[config.mk]
export PLATFORM = sky130hd
export DESIGN_NAME = cmp_out_cond
export DESIGN_NICKNAME = d
export VERILOG_FILES = /design/src/rtl/cmp_cond_pkg.sv /design/src/rtl/cmp_cond_ctrl.sv /design/src/rtl/cmp_cond_dp.sv /design/src/rtl/cmp_out_cond.sv
export SDC_FILE = /design/constraint.sdc
export NUM_CORES = 1
export LEC_CHECK = 0
export CORE_UTILIZATION = 61
export CTS_BUF_LIST = sky130_fd_sc_hd__clkbuf_8
export DETAILED_ROUTE_END_ITERATION = 8
export PLACE_DENSITY = 0.87
export SYNTH_ARGS = -nofsm -noshare
export SYNTH_HDL_FRONTEND = slang
export SYNTH_SLANG_ARGS = --single-unit
[constraint.sdc]
create_clock -name clk -period 6.2 [get_ports clk]
set_clock_uncertainty 0.15 [all_clocks]
set_input_delay 1.86 -clock clk [delete_from_list [all_inputs] [get_ports clk]]
set_output_delay 1.86 -clock clk [all_outputs]
set_load 0.005 [all_outputs]
[src/rtl/cmp_cond_pkg.sv]
package cmp_cond_pkg;
  parameter int CNT_W = 3;

  typedef struct packed {
    logic             sampleTick;
    logic             filterActive;
    logic             invertOut;
    logic             useRaw;
    logic             clrRise;
    logic             clrFall;
    logic [1:0]       irqEn;
    logic [CNT_W-1:0] needCount;
  } ctrlStrobe_t;
endpackage

[src/rtl/cmp_cond_ctrl.sv]
module cmp_cond_ctrl
  import cmp_cond_pkg::*;
#(
  parameter int PER_W = 8
) (
  input  logic             clk,
  input  logic             rstN,
  input  logic             wrEn,
  input  logic [1:0]       wrAddr,
  input  logic [PER_W-1:0] wrData,
  input  logic             extSample,
  output ctrlStrobe_t      ctl
);
  localparam logic [1:0] ADDR_CFG = 2'd0;
  localparam logic [1:0] ADDR_PER = 2'd1;
  localparam logic [1:0] ADDR_IEN = 2'd2;
  localparam logic [1:0] ADDR_CLR = 2'd3;

  logic [CNT_W-1:0] cntReg;
  logic             extSel, invReg, rawSel;
  logic [PER_W-1:0] perReg, divCnt;
  logic [1:0]       ienReg;
  logic             extPrev;
  logic             wrCfg, wrPer, wrIen, wrClr, divTick, extTick;

  assign wrCfg = wrEn && (wrAddr == ADDR_CFG);
  assign wrPer = wrEn && (wrAddr == ADDR_PER);
  assign wrIen = wrEn && (wrAddr == ADDR_IEN);
  assign wrClr = wrEn && (wrAddr == ADDR_CLR);

  always_ff @(posedge clk or negedge rstN) begin
    if (!rstN) begin
      cntReg <= '0;
      extSel <= 1'b0;
      invReg <= 1'b0;
      rawSel <= 1'b0;
      perReg <= '0;
      ienReg <= '0;
    end else begin
      if (wrCfg) begin
        cntReg <= wrData[CNT_W-1:0];
        extSel <= wrData[3];
        invReg <= wrData[4];
        rawSel <= wrData[5];
      end
      if (wrPer) perReg <= wrData;
      if (wrIen) ienReg <= wrData[1:0];
    end
  end

  assign divTick = (divCnt == perReg);

  always_ff @(posedge clk or negedge rstN) begin
    if (!rstN)        divCnt <= '0;
    else if (wrPer)   divCnt <= '0;
    else if (divTick) divCnt <= '0;
    else              divCnt <= divCnt + 1'b1;
  end

  always_ff @(posedge clk or negedge rstN) begin
    if (!rstN) extPrev <= 1'b0;
    else       extPrev <= extSample;
  end

  assign extTick = extSample && !extPrev;

  always_comb begin
    ctl.sampleTick   = extSel ? extTick : divTick;
    ctl.filterActive = (cntReg > CNT_W'(1)) && (extSel || (perReg != '0));
    ctl.invertOut    = invReg;
    ctl.useRaw       = rawSel;
    ctl.clrRise      = wrClr && wrData[0];
    ctl.clrFall      = wrClr && wrData[1];
    ctl.irqEn        = ienReg;
    ctl.needCount    = cntReg;
  end

  AST_DIV_RESTART: assert property (@(posedge clk) disable iff (!rstN)
    wrPer |=> (divCnt == '0));
  AST_DIV_WRAP: assert property (@(posedge clk) disable iff (!rstN)
    (!wrPer && divTick) |=> (divCnt == '0));
  AST_DIV_ADVANCE: assert property (@(posedge clk) disable iff (!rstN)
    (!wrPer && !divTick) |=> (divCnt == $past(divCnt) + 1'b1));
endmodule

[src/rtl/cmp_cond_dp.sv]
module cmp_cond_dp
  import cmp_cond_pkg::*;
#(
  parameter int SYNC_STAGES = 2
) (
  input  logic        clk,
  input  logic        rstN,
  input  logic        rawIn,
  input  ctrlStrobe_t ctl,
  output logic        cmpOut,
  output logic        riseFlag,
  output logic        fallFlag,
  output logic        irq
);
  logic [SYNC_STAGES-1:0] syncChain;
  logic                   syncLvl, filtLvl, filtOut, repLvl, repPrev;
  logic [CNT_W-1:0]       agreeCnt;
  logic [CNT_W:0]         nextCnt;
  logic                   riseEv, fallEv;

  always_ff @(posedge clk or negedge rstN) begin
    if (!rstN) syncChain <= '0;
    else       syncChain <= {syncChain[SYNC_STAGES-2:0], rawIn};
  end
  assign syncLvl = syncChain[SYNC_STAGES-1];

  assign nextCnt = {1'b0, agreeCnt} + {{CNT_W{1'b0}}, 1'b1};

  always_ff @(posedge clk or negedge rstN) begin
    if (!rstN) begin
      filtLvl  <= 1'b0;
      agreeCnt <= '0;
    end else if (!ctl.filterActive) begin
      filtLvl  <= syncLvl;
      agreeCnt <= '0;
    end else if (ctl.sampleTick) begin
      if (syncLvl == filtLvl) begin
        agreeCnt <= '0;
      end else if (nextCnt >= {1'b0, ctl.needCount}) begin
        filtLvl  <= syncLvl;
        agreeCnt <= '0;
      end else begin
        agreeCnt <= nextCnt[CNT_W-1:0];
      end
    end
  end

  assign filtOut = ctl.filterActive ? filtLvl : syncLvl;
  assign repLvl  = (ctl.useRaw ? syncLvl : filtOut) ^ ctl.invertOut;
  assign riseEv  = repLvl && !repPrev;
  assign fallEv  = !repLvl && repPrev;

  always_ff @(posedge clk or negedge rstN) begin
    if (!rstN) begin
      repPrev  <= 1'b0;
      riseFlag <= 1'b0;
      fallFlag <= 1'b0;
    end else begin
      repPrev  <= repLvl;
      riseFlag <= riseEv || (riseFlag && !ctl.clrRise);
      fallFlag <= fallEv || (fallFlag && !ctl.clrFall);
    end
  end

  assign cmpOut = repLvl;
  assign irq    = (riseFlag && ctl.irqEn[0]) || (fallFlag && ctl.irqEn[1]);

  AST_FILT_HOLD: assert property (@(posedge clk) disable iff (!rstN)
    (ctl.filterActive && !ctl.sampleTick) |=> $stable(filtLvl));
  AST_RISE_SET: assert property (@(posedge clk) disable iff (!rstN)
    riseEv |=> riseFlag);
  AST_FALL_SET: assert property (@(posedge clk) disable iff (!rstN)
    fallEv |=> fallFlag);
  AST_RISE_CLR: assert property (@(posedge clk) disable iff (!rstN)
    (ctl.clrRise && !riseEv) |=> !riseFlag);
  AST_FALL_CLR: assert property (@(posedge clk) disable iff (!rstN)
    (ctl.clrFall && !fallEv) |=> !fallFlag);
  AST_FLAG_STICKY: assert property (@(posedge clk) disable iff (!rstN)
    (riseFlag && !ctl.clrRise) |=> riseFlag);
endmodule

[src/rtl/cmp_out_cond.sv]
module cmp_out_cond
  import cmp_cond_pkg::*;
#(
  parameter int PER_W       = 8,
  parameter int SYNC_STAGES = 2
) (
  input  logic             clk,
  input  logic             rstN,
  input  logic             rawIn,
  input  logic             extSample,
  input  logic             wrEn,
  input  logic [1:0]       wrAddr,
  input  logic [PER_W-1:0] wrData,
  output logic             cmpOut,
  output logic             riseFlag,
  output logic             fallFlag,
  output logic             irq
);
  ctrlStrobe_t ctl;

  cmp_cond_ctrl #(.PER_W(PER_W)) u_ctrl (
    .clk(clk), .rstN(rstN), .wrEn(wrEn), .wrAddr(wrAddr),
    .wrData(wrData), .extSample(extSample), .ctl(ctl)
  );

  cmp_cond_dp #(.SYNC_STAGES(SYNC_STAGES)) u_dp (
    .clk(clk), .rstN(rstN), .rawIn(rawIn), .ctl(ctl),
    .cmpOut(cmpOut), .riseFlag(riseFlag), .fallFlag(fallFlag), .irq(irq)
  );

  AST_IRQ_NEEDS_FLAG: assert property (@(posedge clk) disable iff (!rstN)
    irq |-> (riseFlag || fallFlag));
endmodule

# --- Yosys cells after proc, flatten, opt, wreduce, memory -nomap -nowiden ---
# Cells that the tools add are included.
totals:
  reg_bits: 34
  out_inout_bits: 4
op_classes:
  add_sub_neg: 2
  n_lt_le_gt_ge: 2
  n_eq_ne: 8
  muxes: 13
  bitwise: 1
  reduce_logical: 26
op_table:
  columns: ["operator", "n"]
  rows:
  - ["2-to-1 mux 8 bit", 2]
  - ["logical AND 1 bit", 14]
  - ["2-to-1 mux 3 bit", 4]
  - ["adder 8 x 1 -> 8 bit, second input constant", 1]
  - ["== test 8 bit", 1]
  - ["nonzero test 8 bit", 1]
  - ["2-to-1 mux 1 bit", 7]
  - ["inequality test 2 bit, second input constant", 3]
  - ["zero test 1 bit", 5]
  - ["adder 3 x 1 -> 4 bit, second input constant", 1]
  - ["== test 2 bit, second input constant", 2]
  - [">= comparator 4 x 3 -> 1 bit", 1]
  - ["logical OR 1 bit", 4]
  - ["> comparator 3 x 1 -> 1 bit, second input constant", 1]
  - ["AND reduction 3 bit", 1]
  - ["== test 2 x 1 -> 1 bit, second input constant", 1]
  - ["zero test 2 bit", 1]
  - ["== test 1 bit", 1]
  - ["XOR 1 bit", 1]

# --- Logic depth before layout (Yosys ltp) ---
# Gate-level depths: netlist (run 1).
depth:
  depth_word: 9
  depth_mapped: 8

# --- Modules after synthesis ---
# A second synthesis (run 1) with hierarchy kept.
hier_totals:
  cells_unflattened: 151
  hier_area_um2: 1666.6
by_module_without_submodules:
  columns: ["mod", "n_inst", "cells_per_inst", "area_per_inst_um2"]
  rows:
  - ["cmp_cond_ctrl", 1, 107, 1169.9]
  - ["cmp_cond_dp", 1, 44, 496.7]

# --- Worst setup path after synthesis (run 1) ---
# OpenSTA, ideal clock, no wires.
synth_path:
  kind: "register -> output"
  start: "register u_ctrl.perReg[4]"
  end: "output cmpOut"
  t_arrival_ns: 1.738
  path_slack_ns: 2.452
  path_stages_with_launch: 6
  n_path_buf: 0
  path_cell_list: "dfrtp_1 > or4_4 > o311ai_4 > mux2i_1 > xor2_1 > inv_1"
synth_via:
  elab_chain_cells: 6
synth_lines:
  columns: ["element", "line_no", "rtl"]
  rows:
  - ["from (decl)", "cmp_cond_ctrl.sv:21", "logic [PER_W-1:0] perReg, divCnt;"]
  - ["from (signal assigned)", "cmp_cond_ctrl.sv:46", "if (wrPer) perReg <= wrData;"]
  - ["nonzero test 8 bit", "cmp_cond_ctrl.sv:69", "ctl.filterActive = (cntReg > CNT_W'(1)) && (extSel || (perReg != '0));"]
  - ["logical OR 1 bit", "cmp_cond_ctrl.sv:69", null]
  - ["logical AND 1 bit", "cmp_cond_ctrl.sv:69", null]
  - ["2-to-1 mux 1 bit", "cmp_cond_dp.sv:48", "assign filtOut = ctl.filterActive ? filtLvl : syncLvl;"]
  - ["2-to-1 mux 1 bit", "cmp_cond_dp.sv:49", "assign repLvl = (ctl.useRaw ? syncLvl : filtOut) ^ ctl.invertOut;"]
  - ["XOR 1 bit", "cmp_cond_dp.sv:49", null]
  - ["to (decl)", "cmp_out_cond.sv:14", "output logic cmpOut,"]
# No other way between the ends.

# --- Worst setup path after layout (run 1) ---
# Ends and elaborated chain as after synthesis.

==> results_dict.tcl, run 1 <==
set metrics [dict create \
    synthesis.area_mm2 0.001617 \
    rows 18 \
    cts_max_level 2 \
    vias 1147 \
    drcViolationCount 0 \
    p_total_w 0.0007171 \
    yosysSeqAreaShare_pct 52.63 \
    power_density_mw_per_mm2 367.4 \
    power_switching_share_pct 31.11 \
    viasPerCell 5.852 \
    yosys_warnings 0 \
    dp_hpwl_mm 2.399 \
    first_pass_iters 4 \
    routed_wl_mm 3.298 \
    cp_data_required_time_ps 4190 \
    synth_flop_cell "dfrtp_1" \
    syn_area_per_cell_um2 11.63 \
    gp_congestion 0.8800 \
    cts_resized 0 \
    antenna_found_initial 0 \
    synth_edf_count 0 \
    max_cap_violations 0 \
    drive_above_1_share_pct 16.27 \
    pwr-share-seq_pct 44.7 \
    ir_drop_uv 308.9 \
    comb_power_share_pct 27.6 \
    clockRootBuffer "clkbuf_8" \
    holdCritPathClass "reg -> reg" \
    critPathTopFamily "simple AND/OR/NAND/NOR gates" \
    fin_ws_ps 1578 \
    clkPwrFrac_pct 27.7 \
    fin_crit_ps 4622 \
    cellLeakagePower_nw 0.8833 \
    num-fill-cells 161 \
    cts_tree "done" \
    cp_slowest_stage_delay_ps 580 \
    timing.fmax_mhz 216.3 \
    synth_area_leader_cell "dfrtp_1" \
    whs_ps 199.3 \
    dp_slack_ps 1885 \
    p_int_w 0.0004940 \
    slew_violations 0 \
    synthTopCellsByCount "dfrtp_1, mux2_2, nand2_1, xor2_1" \
    synth_cells 139 \
    die-width_um 53.48 \
    ant_nets 0 \
    post-cts-setup-buffers 0 \
    rsz0062_at_grt "false" \
    tightest_slew_ps 660.5 \
    ys_top_cells_by_area "dfrtp_1, mux2_2, xor2_1" \
    cts_buffer_depth 2 \
    ys_ff_latch 34 \
    setup_viol 0 \
    grt_pass1_vias 1139 \
    fp.dieArea_mm2 0.002860 \
    synth_top_area_share_pct 52.63 \
    crit_fanout 3 \
    cp_data_arrival_time_ps 2610 \
    crit_slowest_cell "or4_4" \
    clock_latency_ps 280 \
    antenna_cells 0 \
    syn_nets 159 \
    clock-sinks 34 \
    initial_utilization_pct 64.66 \
    p_switching_w 0.0002230 \
    utilization_pct 78.08 \
    max-slew-margin-rel_pct 55.78 \
    fin_crit_sh_pct 74.56 \
    yosys.cell_types.count 31 \
    ys_async_sr_fraction_pct 100.0 \
    tns_ps 0 \
    grt_max_degree 35 \
    grt_pass1_wl_mm 5.106 \
    grt_overflow 0 \
    grt_use_total_pct 26.88 \
    syn2layout_area_growth_pct 20.74 \
    cts_made_buffers 5 \
    clk_pin_slew_worst_paths_ps 70 \
    port_buffers 18 \
    synth_most_common_cell "dfrtp_1" \
    hold_violations 0 \
    wl_per_cell_um 16.83 \
    fp.dieH_um 53.48 \
    ioPinCount 19 \
    path_class "reg -> out" \
    path_buf_inv 2 \
    nets 185 \
    worstPathCellList "or4_4 -> o311ai_4 -> mux2i_1 -> xor2_1 -> inv_1 -> clkdlybuf4s50_1" \
    cp-start-kind "flop" \
    core_area_mm2 0.002500 \
    hold_buffers 0 \
    end_kind "primary output" \
    drt_iter0_drc 28 \
    status "finished, final reports clean" \
]
-- final cells by class --
type | instances | area [um2] | share of cell area (%)
flip-flops and latches | 34 | 850.8 | 43.59
multi-input cells | 99 | 743.2 | 38.08
repair buffers | 19 | 187.7 | 9.615
clock buffers | 5 | 68.82 | 3.526
clock inverters | 3 | 41.29 | 2.115
well taps | 30 | 37.54 | 1.923
inverters | 6 | 22.52 | 1.154
-- per-layer routing --
layer  GRT usage [%]  routed length (um)  up-vias
li1                -                   -      541
met1           31.73                1443      556
met2           45.42                1608       42
met3           7.471                 168        8
met4           10.96                  77        0
met5               0                   0        -
-- flip-flops by register name, indices dropped and copies added, names as in the netlist --
register / flops
u_dp.filtLvl: 1
u_ctrl.extPrev: 1
u_ctrl.rawSel: 1
u_dp.riseFlag: 1
u_dp.agreeCnt: 3
u_ctrl.invReg: 1
u_ctrl.perReg: 8
u_dp.fallFlag: 1
u_dp.syncChain: 2
u_ctrl.extSel: 1
u_ctrl.ienReg: 2
u_dp.repPrev: 1
u_ctrl.divCnt: 8
u_ctrl.cntReg: 3
-- metrics by stage --
stage               cell area [um2]  cells
CTS                            1952    196
finish                         1952    196
global placement               1842    188
global route                   1952    196
floorplan                      1617    139
detailed placement             1842    188
-- path summary, 6_finish.rpt --
kind,to,slack [ps],cells after the start,start
worst min register to register,u_dp.syncChain[1],200,0,u_dp.syncChain[0]
min in group asynchronous,u_ctrl.divCnt[5],1830,2,rstN
worst max-delay path,cmpOut,1580,6,u_ctrl.perReg[4]
max in group asynchronous,u_dp.agreeCnt[0],3780,2,rstN
worst min-delay path,u_dp.syncChain[1],200,0,u_dp.syncChain[0]
worst max register to register,u_dp.filtLvl,3870,8,u_dp.agreeCnt[0]
-- power by group through the flow --
stage               clock [W]  combinational (W)  sequential [W]
floorplan                   0           0.000125        0.000309
global placement            0           0.000180        0.000318
detailed placement          0           0.000193        0.000322
CTS                  0.000198           0.000198        0.000319
global route         0.000208           0.000217        0.000326
finish               0.000198           0.000198        0.000321
-- cell usage in the layout (no fill, tap or decap), types with 2 or more instances in the layout --
master and count:
nor2_1 9, nand3_1 3, nand4_1 2, mux2_2 13
clkdlybuf4s50_1 18, nor4_1 2, nand3b_1 3, a31oi_1 2
nand2_1 12, dfrtp_1 34, xor2_1 12, a22o_1 2
mux2i_1 2, inv_1 7, and3_1 3, ha_1 5
xnor2_1 5, or2_2 2, clkbuf_8 5, o21ai_0 9
-- cell families after synthesis --
kind of cell | share of synthesized area [%]
simple gates | 14.09
fa+ha+maj | 3.870
xor+xnor | 9.210
flops | 52.63
compound gates | 8.514
buf+inv | 1.393
mux | 10.29
Power figures use the tool's default switching activity.
==> run 2: changes to the inputs <==
--- a/config.mk
+++ b/config.mk
@@ -5,10 +5,10 @@
 export SDC_FILE = /design/constraint.sdc
 export NUM_CORES = 1
 export LEC_CHECK = 0
-export CORE_UTILIZATION = 61
+export CORE_UTILIZATION = 52
 export CTS_BUF_LIST = sky130_fd_sc_hd__clkbuf_8
 export DETAILED_ROUTE_END_ITERATION = 8
-export PLACE_DENSITY = 0.87
+export PLACE_DENSITY = 0.79
 export SYNTH_ARGS = -nofsm -noshare
 export SYNTH_HDL_FRONTEND = slang
 export SYNTH_SLANG_ARGS = --single-unit
==> constraint.sdc (replaced) <==
create_clock -name clk -period 3.9 [get_ports clk]
set_clock_uncertainty 0.15 [all_clocks]
set_input_delay 1.17 -clock clk [delete_from_list [all_inputs] [get_ports clk]]
set_output_delay 1.17 -clock clk [all_outputs]
set_load 0.005 [all_outputs]
==> run 2 against run 1 <==
Compared with the run above:
- the run now ends with DRC left
- final area grew 1.7%
- global-route usage decreased by 3.5 points
- sequential share of layout area fell by 0.71 points
- combinational power is 62% higher
- via count decreased by 0.52%
- clock-buffer cell count rose by 1
- non-clock buffer count up 3
- setup slack lost 1200 ps
- critical path type unchanged
- largest cell class unchanged
==> results_dict.tcl, run 2 (synthesis gave the netlist of run 1 again) <==
set metrics [dict create \
    routed_wl_mm 3.293 \
    power_density_mw_per_mm2 584.8 \
    cp_data_arrival_time_ps 2220 \
    port_buffers 18 \
    grt_pass1_wl_mm 5.630 \
    grt_use_total_pct 23.33 \
    reg2reg_slack_ps 1540 \
    rsz0062_at_grt "false" \
    whs_path_depth 0 \
    violations "DRC" \
    max_cap_violations 0 \
    setup_viol 0 \
    viasPerCell 5.734 \
    multi_input_area_um2 747.0 \
    max-slew-margin-rel_pct 58.77 \
    timing.fmax_mhz 282.6 \
    grt_max_degree 35 \
    reg2reg_to "u_dp.filtLvl" \
    ir_drop_uv 366.3 \
    wl_per_cell_um 16.55 \
    cp-start-kind "flop" \
    clock-sinks 34 \
    grt_pass1_vias 1302 \
    slew_violations 0 \
    layout_commonest_cell "dfrtp_1" \
    drcViolationCount 1 \
    fp.dieH_um 57.76 \
    final_cell_mix "dfrtp_1, clkdlybuf4s50_1, mux2_2" \
    cellLeakagePower_nw 0.9055 \
    antenna_found_initial 0 \
    top_regs "u_ctrl.divCnt (8), u_ctrl.perReg (8)" \
    cts_buffer_depth 2 \
    cp_slowest_stage_delay_ps 560 \
    cp_data_required_time_ps 2580 \
    ff_latch_area_um2 850.8 \
    end_kind "primary output" \
    core_area_mm2 0.002853 \
    drive_above_1_share_pct 18.45 \
    initial_utilization_pct 56.67 \
    die-width_um 57.76 \
    clockRootBuffer "clkbuf_8" \
    tns_ps 0 \
    nets 188 \
    fin_crit_ps 3538 \
    dp_hpwl_mm 2.394 \
    reg2regPathDepth 8 \
    r2r_start "u_dp.agreeCnt[0]" \
    drt_iter0_drc 24 \
    cts_max_level 2 \
    worstHoldStart "u_dp.syncChain[0]" \
    hold_buffers 0 \
    cts_made_buffers 5 \
    vias 1141 \
    worstPathCellList "or4_4 -> o311ai_4 -> mux2i_2 -> xor2_1 -> inv_1 -> dlymetal6s2s_1" \
    num-fill-cells 200 \
    path_class "reg -> out" \
    clock_latency_ps 290 \
    hold_violations 0 \
    clk_pin_slew_worst_paths_ps 70 \
    fin_ws_ps 361.9 \
    grt_overflow 0 \
    fp.dieArea_mm2 0.003336 \
    crit_slowest_cell "or4_4" \
    antenna_cells 0 \
    rows 19 \
    first_pass_iters 6 \
    cts_tree "done" \
    dp_slack_ps 260.1 \
    tightest_slew_ps 615.8 \
    crit_fanout 3 \
    fin_crit_sh_pct 90.72 \
    syn2layout_area_growth_pct 22.76 \
    holdPathEnd "u_dp.syncChain[1]" \
    ioPinCount 19 \
    gp_congestion 0.8382 \
    status "finished, violations left" \
    holdCritPathClass "reg -> reg" \
    ant_nets 0 \
]
-- run 2: per-stage QoR --
stage	area [um2]	util [%]	instances	power (W)	hold slack, ps
after floorplan	1617	-	139	0.0006901	181.2
after global placement	1843	64.61	189	0.0007929	190.0
after detailed placement	1843	64.61	189	0.0008167	186.2
after CTS	1971	69.08	198	0.001153	202.3
after global routing	1984	69.56	199	0.001222	228.1
final	1984	69.56	199	0.001161	204.7
-- run 2: worst max path at each step --
stage                          start  endpoint  slack, ps  cells past startpoint
floorplan           u_ctrl.perReg[4]    cmpOut        840                      5
global placement    u_ctrl.perReg[4]    cmpOut        320                      6
detailed placement  u_ctrl.perReg[4]    cmpOut        260                      6
CTS                 u_ctrl.perReg[6]    cmpOut         20                      6
global route        u_ctrl.perReg[6]    cmpOut        220                      6
finish              u_ctrl.perReg[6]    cmpOut        360                      6
-- run 2: critical path, delay by kind of cell (launching register included) --
kind / cells / cell delay (ps)
buf+inv: 2 / 220
simple gates: 1 / 560
mux: 1 / 270
flops: 1 / 400
xor+xnor: 1 / 210
compound gates: 1 / 270
-- run 2: power breakdown --
| group | switching (W) | internal (W) | total (W) | leakage [nW] |
|---|---|---|---|---|
| combinational | 0.000145 | 0.000174 | 0.000320 | 0.433 |
| sequential | 0.0000761 | 0.000432 | 0.000508 | 0.415 |
| clock | 0.000129 | 0.000204 | 0.000333 | 0.0573 |
-- run 2: per-layer routing --
metal | wire length (um) | share of wire (%) | GRT usage, %
met2 | 1554 | 47 | 37.87
met3 | 166 | 5.0 | 8.705
met1 | 1511 | 46 | 28.13
met5 | 0 | 0 | 0
met4 | 61 | 1.9 | 9.864
-- run 2: area by class of cell --
class                           count  share of cell area [%]
Sequential cell                    34                   42.88
Multi-Input combinational cell     99                   37.64
Timing Repair Buffer               22                   10.72
Clock buffer                        6                   4.161
Tap cell                           31                   1.955
Clock inverter                      1                   1.513
Inverter                            6                   1.135
-- run 2: repair_timing --
item                                    CTS  global route
buffers inserted                          2             1
pin swaps                                 2             2
gates resized for setup                   0             2
endpoints found under the setup margin    1             1
